<file path="src/rtl/fpcsr_pkg.sv">
package fpcsr_pkg;
    localparam int FLAG_W  = 5;
    localparam int RM_LSB  = 8;
    localparam int F_INV   = 0;
    localparam int F_DZ    = 1;

    typedef enum logic [1:0] {
        RND_ZERO = 2'b00,
        RND_NEAR = 2'b01,
        RND_POS  = 2'b10,
        RND_NEG  = 2'b11
    } rnd_e;

    typedef struct packed {
        rnd_e rm;
        logic en_dz;
        logic en_inv;
    } mode_t;

    localparam mode_t MODE_RESET = '{rm: RND_NEAR, en_dz: 1'b0, en_inv: 1'b0};
endpackage

</file>
<file path="src/rtl/fpcsr_mode_reg.sv">
module fpcsr_mode_reg
    import fpcsr_pkg::*;
(
    input  logic       clk,
    input  logic       rst_n,
    input  logic       wr_en,
    input  logic [1:0] wd_rm,
    input  logic       wd_en_dz,
    input  logic       wd_en_inv,
    output mode_t      mode_q
);
    always_ff @(posedge clk) begin
        if (!rst_n) begin
            mode_q <= MODE_RESET;
        end else if (wr_en) begin
            mode_q.rm     <= rnd_e'(wd_rm);
            mode_q.en_dz  <= wd_en_dz;
            mode_q.en_inv <= wd_en_inv;
        end
    end
endmodule

</file>
<file path="src/rtl/fpcsr_flag_bank.sv">
module fpcsr_flag_bank
    import fpcsr_pkg::*;
#(
    parameter int NFLAG = FLAG_W
) (
    input  logic             clk,
    input  logic             rst_n,
    input  logic             armed_wr,
    input  logic [NFLAG-1:0] wd_flags,
    input  logic [NFLAG-1:0] evt,
    input  logic             en_inv,
    input  logic             en_dz,
    output logic [NFLAG-1:0] flags_q,
    output logic             trap_q
);
    for (genvar i = 0; i < NFLAG; i++) begin : g_flag
        logic base;
        always_comb base = armed_wr ? wd_flags[i] : flags_q[i];
        always_ff @(posedge clk) begin
            if (!rst_n) flags_q[i] <= 1'b0;
            else        flags_q[i] <= base | evt[i];
        end
    end

    logic trap_d;
    always_comb trap_d = (evt[F_INV] & en_inv) | (evt[F_DZ] & en_dz);

    always_ff @(posedge clk) begin
        if (!rst_n) trap_q <= 1'b0;
        else        trap_q <= trap_d;
    end
endmodule

</file>
<file path="src/rtl/fpcsr_read_port.sv">
module fpcsr_read_port
    import fpcsr_pkg::*;
#(
    parameter int DATA_W = 32
) (
    input  logic              clk,
    input  logic              rst_n,
    input  logic              rd,
    input  logic              sel_mode,
    input  logic              sel_flag,
    input  mode_t             mode,
    input  logic [FLAG_W-1:0] flags,
    output logic [DATA_W-1:0] rdata
);
    logic [DATA_W-1:0] mode_word, flag_word, rd_d;

    always_comb begin
        mode_word = '0;
        mode_word[RM_LSB +: 2] = mode.rm;
        mode_word[F_DZ]        = mode.en_dz;
        mode_word[F_INV]       = mode.en_inv;
        flag_word = '0;
        flag_word[FLAG_W-1:0]  = flags;
        unique case (1'b1)
            sel_mode: rd_d = mode_word;
            sel_flag: rd_d = flag_word;
            default:  rd_d = '0;
        endcase
    end

    always_ff @(posedge clk) begin
        if (!rst_n)  rdata <= '0;
        else if (rd) rdata <= rd_d;
    end
endmodule

</file>
<file path="src/rtl/fpcsr_top.sv">
module fpcsr_top
    import fpcsr_pkg::*;
#(
    parameter int              ADDR_W    = 12,
    parameter int              DATA_W    = 32,
    parameter logic [ADDR_W-1:0] MODE_ADDR = 12'h300,
    parameter logic [ADDR_W-1:0] FLAG_ADDR = 12'h301
) (
    input  logic              clk,
    input  logic              rst_n,
    input  logic [ADDR_W-1:0] reg_addr,
    input  logic [DATA_W-1:0] reg_wdata,
    input  logic              reg_wr,
    input  logic              reg_rd,
    output logic [DATA_W-1:0] reg_rdata,
    input  logic [FLAG_W-1:0] evt_flags,
    output logic [1:0]        rnd_mode,
    output logic              trap_en_invalid,
    output logic              trap_en_divzero,
    output logic              trap_req
);
    localparam int ARM_BIT = DATA_W - 1;

    logic sel_mode, sel_flag, armed_wr;
    mode_t mode_q;
    logic [FLAG_W-1:0] flags_q;

    always_comb begin
        sel_mode = (reg_addr == MODE_ADDR);
        sel_flag = (reg_addr == FLAG_ADDR);
        armed_wr = reg_wr & sel_flag & reg_wdata[ARM_BIT];
    end

    fpcsr_mode_reg u_mode (
        .clk       (clk),
        .rst_n     (rst_n),
        .wr_en     (reg_wr & sel_mode),
        .wd_rm     (reg_wdata[RM_LSB +: 2]),
        .wd_en_dz  (reg_wdata[F_DZ]),
        .wd_en_inv (reg_wdata[F_INV]),
        .mode_q    (mode_q)
    );

    fpcsr_flag_bank #(.NFLAG(FLAG_W)) u_flags (
        .clk      (clk),
        .rst_n    (rst_n),
        .armed_wr (armed_wr),
        .wd_flags (reg_wdata[FLAG_W-1:0]),
        .evt      (evt_flags),
        .en_inv   (mode_q.en_inv),
        .en_dz    (mode_q.en_dz),
        .flags_q  (flags_q),
        .trap_q   (trap_req)
    );

    fpcsr_read_port #(.DATA_W(DATA_W)) u_rd (
        .clk      (clk),
        .rst_n    (rst_n),
        .rd       (reg_rd),
        .sel_mode (sel_mode),
        .sel_flag (sel_flag),
        .mode     (mode_q),
        .flags    (flags_q),
        .rdata    (reg_rdata)
    );

    always_comb begin
        rnd_mode        = mode_q.rm;
        trap_en_invalid = mode_q.en_inv;
        trap_en_divzero = mode_q.en_dz;
    end
endmodule

</file>
<file path="config.mk">
export PLATFORM = sky130hd
export DESIGN_NAME = fpcsr_top
export DESIGN_NICKNAME = d
export VERILOG_FILES = /design/src/rtl/fpcsr_pkg.sv /design/src/rtl/fpcsr_mode_reg.sv /design/src/rtl/fpcsr_flag_bank.sv /design/src/rtl/fpcsr_read_port.sv /design/src/rtl/fpcsr_top.sv
export SDC_FILE = /design/constraint.sdc
export NUM_CORES = 1
export LEC_CHECK = 0
export BUFFER_PORTS_ARGS = -buffer_cell sky130_fd_sc_hd__buf_2
export CAP_MARGIN = 40
export CORE_AREA = 10 10 62 64
export DETAILED_ROUTE_END_ITERATION = 8
export DIE_AREA = 0 0 72 74
export GPL_TIMING_DRIVEN = 0
export PLACE_DENSITY = 0.79
export SETUP_SLACK_MARGIN = 0.05
export SLEW_MARGIN = 20
export SYNTH_ARGS = -nofsm -noshare
export SYNTH_HDL_FRONTEND = slang
export SYNTH_SLANG_ARGS = --single-unit
</file>
<file path="constraint.sdc">
create_clock -name clk -period 2.2 [get_ports clk]
set_clock_uncertainty 0.05 [all_clocks]
set_input_delay 0.11 -clock clk [delete_from_list [all_inputs] [get_ports clk]]
set_output_delay 0.11 -clock clk [all_outputs]
set_load 0.005 [all_outputs]
</file>
==> summary.txt <==
Yosys
  – Sequential share of the synthesized area: 0.343
  – Count of cell types in the netlist: 24
  – Largest cells by area after synthesis: dfxtp_1 34%, buf_4 19%, mux2i_1 6.1%
  – Post-Synthesis Cells: around 110
  – Count of warnings emitted by yosys: 0
  – Mapped Avg Cell Area: between 8 and 9 um^2
  – Netlist Area Pre-Place: 992 um^2
  – Yosys top cell area share: 0.343
  – Synth Register Bits: 17
  – Area leader, netlist: dfxtp_1

Critical path
  – WP data arrival: about 1.3 ns
  – CP Max Fanout: 8
  – Reg2reg path depth: 3
  – Crit path launch type: primary input
  – CP endpoint kind: flip-flop
  – Kind of critical path: in -> reg
  – Register-to-register setup slack: 1.18 ns
  – WP data required: between 2 and 2.5 ns

Final layout
  – Diodes inserted: 0
  – Area delta synth->final: 35.9%
  – Final nets: between 200 and 250
  – Layout cells sized above 1: 0.441

STA
  – RSZ-0062 raised after global routing: no
  – Final setup vio count: 0
  – Final min period: ~1.1 ns
  – Total negative slack: 0 ns
  – Worst Tran Pin Value: about 0.62 ns
  – Slew Limit Fails: 0
  – Fmax: about 0.87 GHz
  – Normalized max-slew margin: 0.582
  – Final worst path period share: 0.522
  – Final hold vios: 0

Drt
  – Post-DRT Antenna Nets: 0
  – Vias after detailed routing: about 900
  – Drt pass-1 iters: 4
  – Detailed-route DRC error count: 0
  – Final wirelength: about 2500 um
  – M1 wire length: around 900 um
  – Met2 wire length: ~1300 um
  – Iter 0 DRT Violations: 34
  – Top layer used by detailed routing: met4
  – Via density: ~4.3
  – Wire per inst: ~12 um
  – Routed wl met3: around 290 um

Global route
  – GRT Residual Overflow: 0
  – First-pass GRT wire length: 3910 um
  – Initial antenna violation count: 0
  – Total GRT Usage: 0.0871
  – Largest net degree at the start of global routing: 11
  – Vias in the first global route: ~950

Clocking
  – Clock buffer depth: 2
  – CTS sink count: 17
  – CTS Root Cell: clkbuf_4
  – CTS clk-pin slew, worst paths: around 0.1 ns
  – Clock Latency Late Sink: between 0.2 and 0.3 ns
  – Htree depth: 1
  – # Post-CTS Setup Buffers: 0
  – TritonCTS clock tree: built
  – Num CTS Buffers: 3

Floorplanning
  – # IOs: 90
  – Die ar.: around 0.0053 mm^2
  – Die Ht: roughly 74 um
  – Core Footprint: 0.00266 mm^2
  – Row Count: 19
  – Starting Density: 0.373
  – Die width: about 72 um

Placed design
  – # port buffers: 38
  – GP Congestion: 0.736
  – HPWL Detailed: around 2200 um

Worst hold path
  – Hold WC Path Type: in -> reg
  – Cells on Worst Hold Path: 3

Pwr
  – Pwr per Cell Area: 444 mW/mm^2
  – Total chip power: 598 uW
  – Leak: about 0.73 nW
  – Max IR drop VDD: a little over 300 uV

Run status
  – Status: finished, final reports clean

Job
  – Max Cap Viol: 0
## final timing paths
kind	start	end
max	reg_addr[11]	u_flags.flags_q[3]$_SDFF_PN0_
min	reg_wdata[8]	u_mode.mode_q[2]$_SDFFE_PN1P_
max reg2reg	u_flags.flags_q[1]$_SDFF_PN0_	u_flags.flags_q[1]$_SDFF_PN0_
min reg2reg	u_rd.rdata[8]$_SDFFE_PN0P_	u_rd.rdata[8]$_SDFFE_PN0P_
## final cells by class
type / instances / area, um^2
fillers: 265 / 1310
multi-input cells: 90 / 538
flip-flops and latches: 17 / 340
repair buffers: 39 / 200
plain buffers: 28 / 200
well taps: 31 / 38.8
clock buffers: 3 / 22.5
clock inverters: 1 / 5.00
inverters: 1 / 3.75
## cell families after synthesis
group | Yosys count | synth area share
other cells | 1 | 0.00378
flops | 17 | 0.343
compound gates | 18 | 0.125
buf+inv | 29 | 0.206
simple gates | 41 | 0.262
mux | 6 | 0.0605
## cells in the mapped netlist
master and instances:
mux2i_1 6, and4_2 1, buf_2 1, nand4_2 1
or2_2 5, a211oi_1 5, and2_1 1, buf_4 25
dfxtp_1 17, nand2_1 16, nor4_4 1, nor4b_4 1
nor2b_1 2, a22oi_1 1, inv_1 1, nand4_4 1
nor3b_2 1, nand2b_1 2, a41oi_1 5, o21ai_0 7
and3_1 1, nor2_1 8, conb_1 1, clkbuf_1 2
## per-layer routing
| metal | vias up | global-route usage |
|---|---|---|
| met5 | - | 0 |
| met4 | 0 | 0.0323 |
| met3 | 2 | 0.0426 |
| met2 | 36 | 0.164 |
| met1 | 393 | 0.0796 |
| li1 | 471 | - |
## timing repair
| action | CTS | global route |
|---|---|---|
| hold endpoints to repair | 1 | 0 |
| resized for setup | 0 | 0 |
| hold buffers | 1 | 0 |
## critical path, cell delays in order
cell and delay (ns):
buf_2 0.12, nor4b_4 0.55, and4_2 0.40, a211oi_1 0.09
## cell usage in the layout (no fill, tap or decap), types with 2 or more instances in the layout
cell and n:
conb_1 25, clkbuf_4 3, dfxtp_1 17, or2_2 5, a211oi_1 5, nor2b_1 2
a41oi_1 5, nor2_1 8, o21ai_0 7, clkbuf_1 2, buf_4 25, mux2i_1 6
nand2_1 16, buf_2 39, nand2b_1 2
## sequential cells by signal (all words and copies together), names as in the netlist
name,flops
u_flags.flags_q,5
u_flags.trap_q,1
u_rd.rdata,7
u_mode.mode_q,4
## report_power, final
group | internal (mW) | switching (mW) | total (mW)
Clock | 0.0675 | 0.0953 | 0.163
Sequential | 0.314 | 0.00310 | 0.317
Combinational | 0.0653 | 0.0531 | 0.118
Total | 0.447 | 0.152 | 0.598
## stage by stage
step / cell area, um^2 / cells / hold WS, ns / util / worst slack, ns
6_report: 1350 / 210 / 0.0196 / 0.507 / 1.05
5_1_grt: 1350 / 210 / 0.0233 / 0.507 / 0.978
4_1_cts: 1350 / 210 / 0.00785 / 0.507 / 1.06
3_5_place_dp: 1310 / 205 / 0.315 / 0.492 / 0.754
3_3_place_gp: 1310 / 205 / 0.309 / 0.492 / 0.773
2_1_floorplan: 1080 / 136 / 0.199 / - / 1.04
No activity file was read; power rests on OpenSTA's default activity.
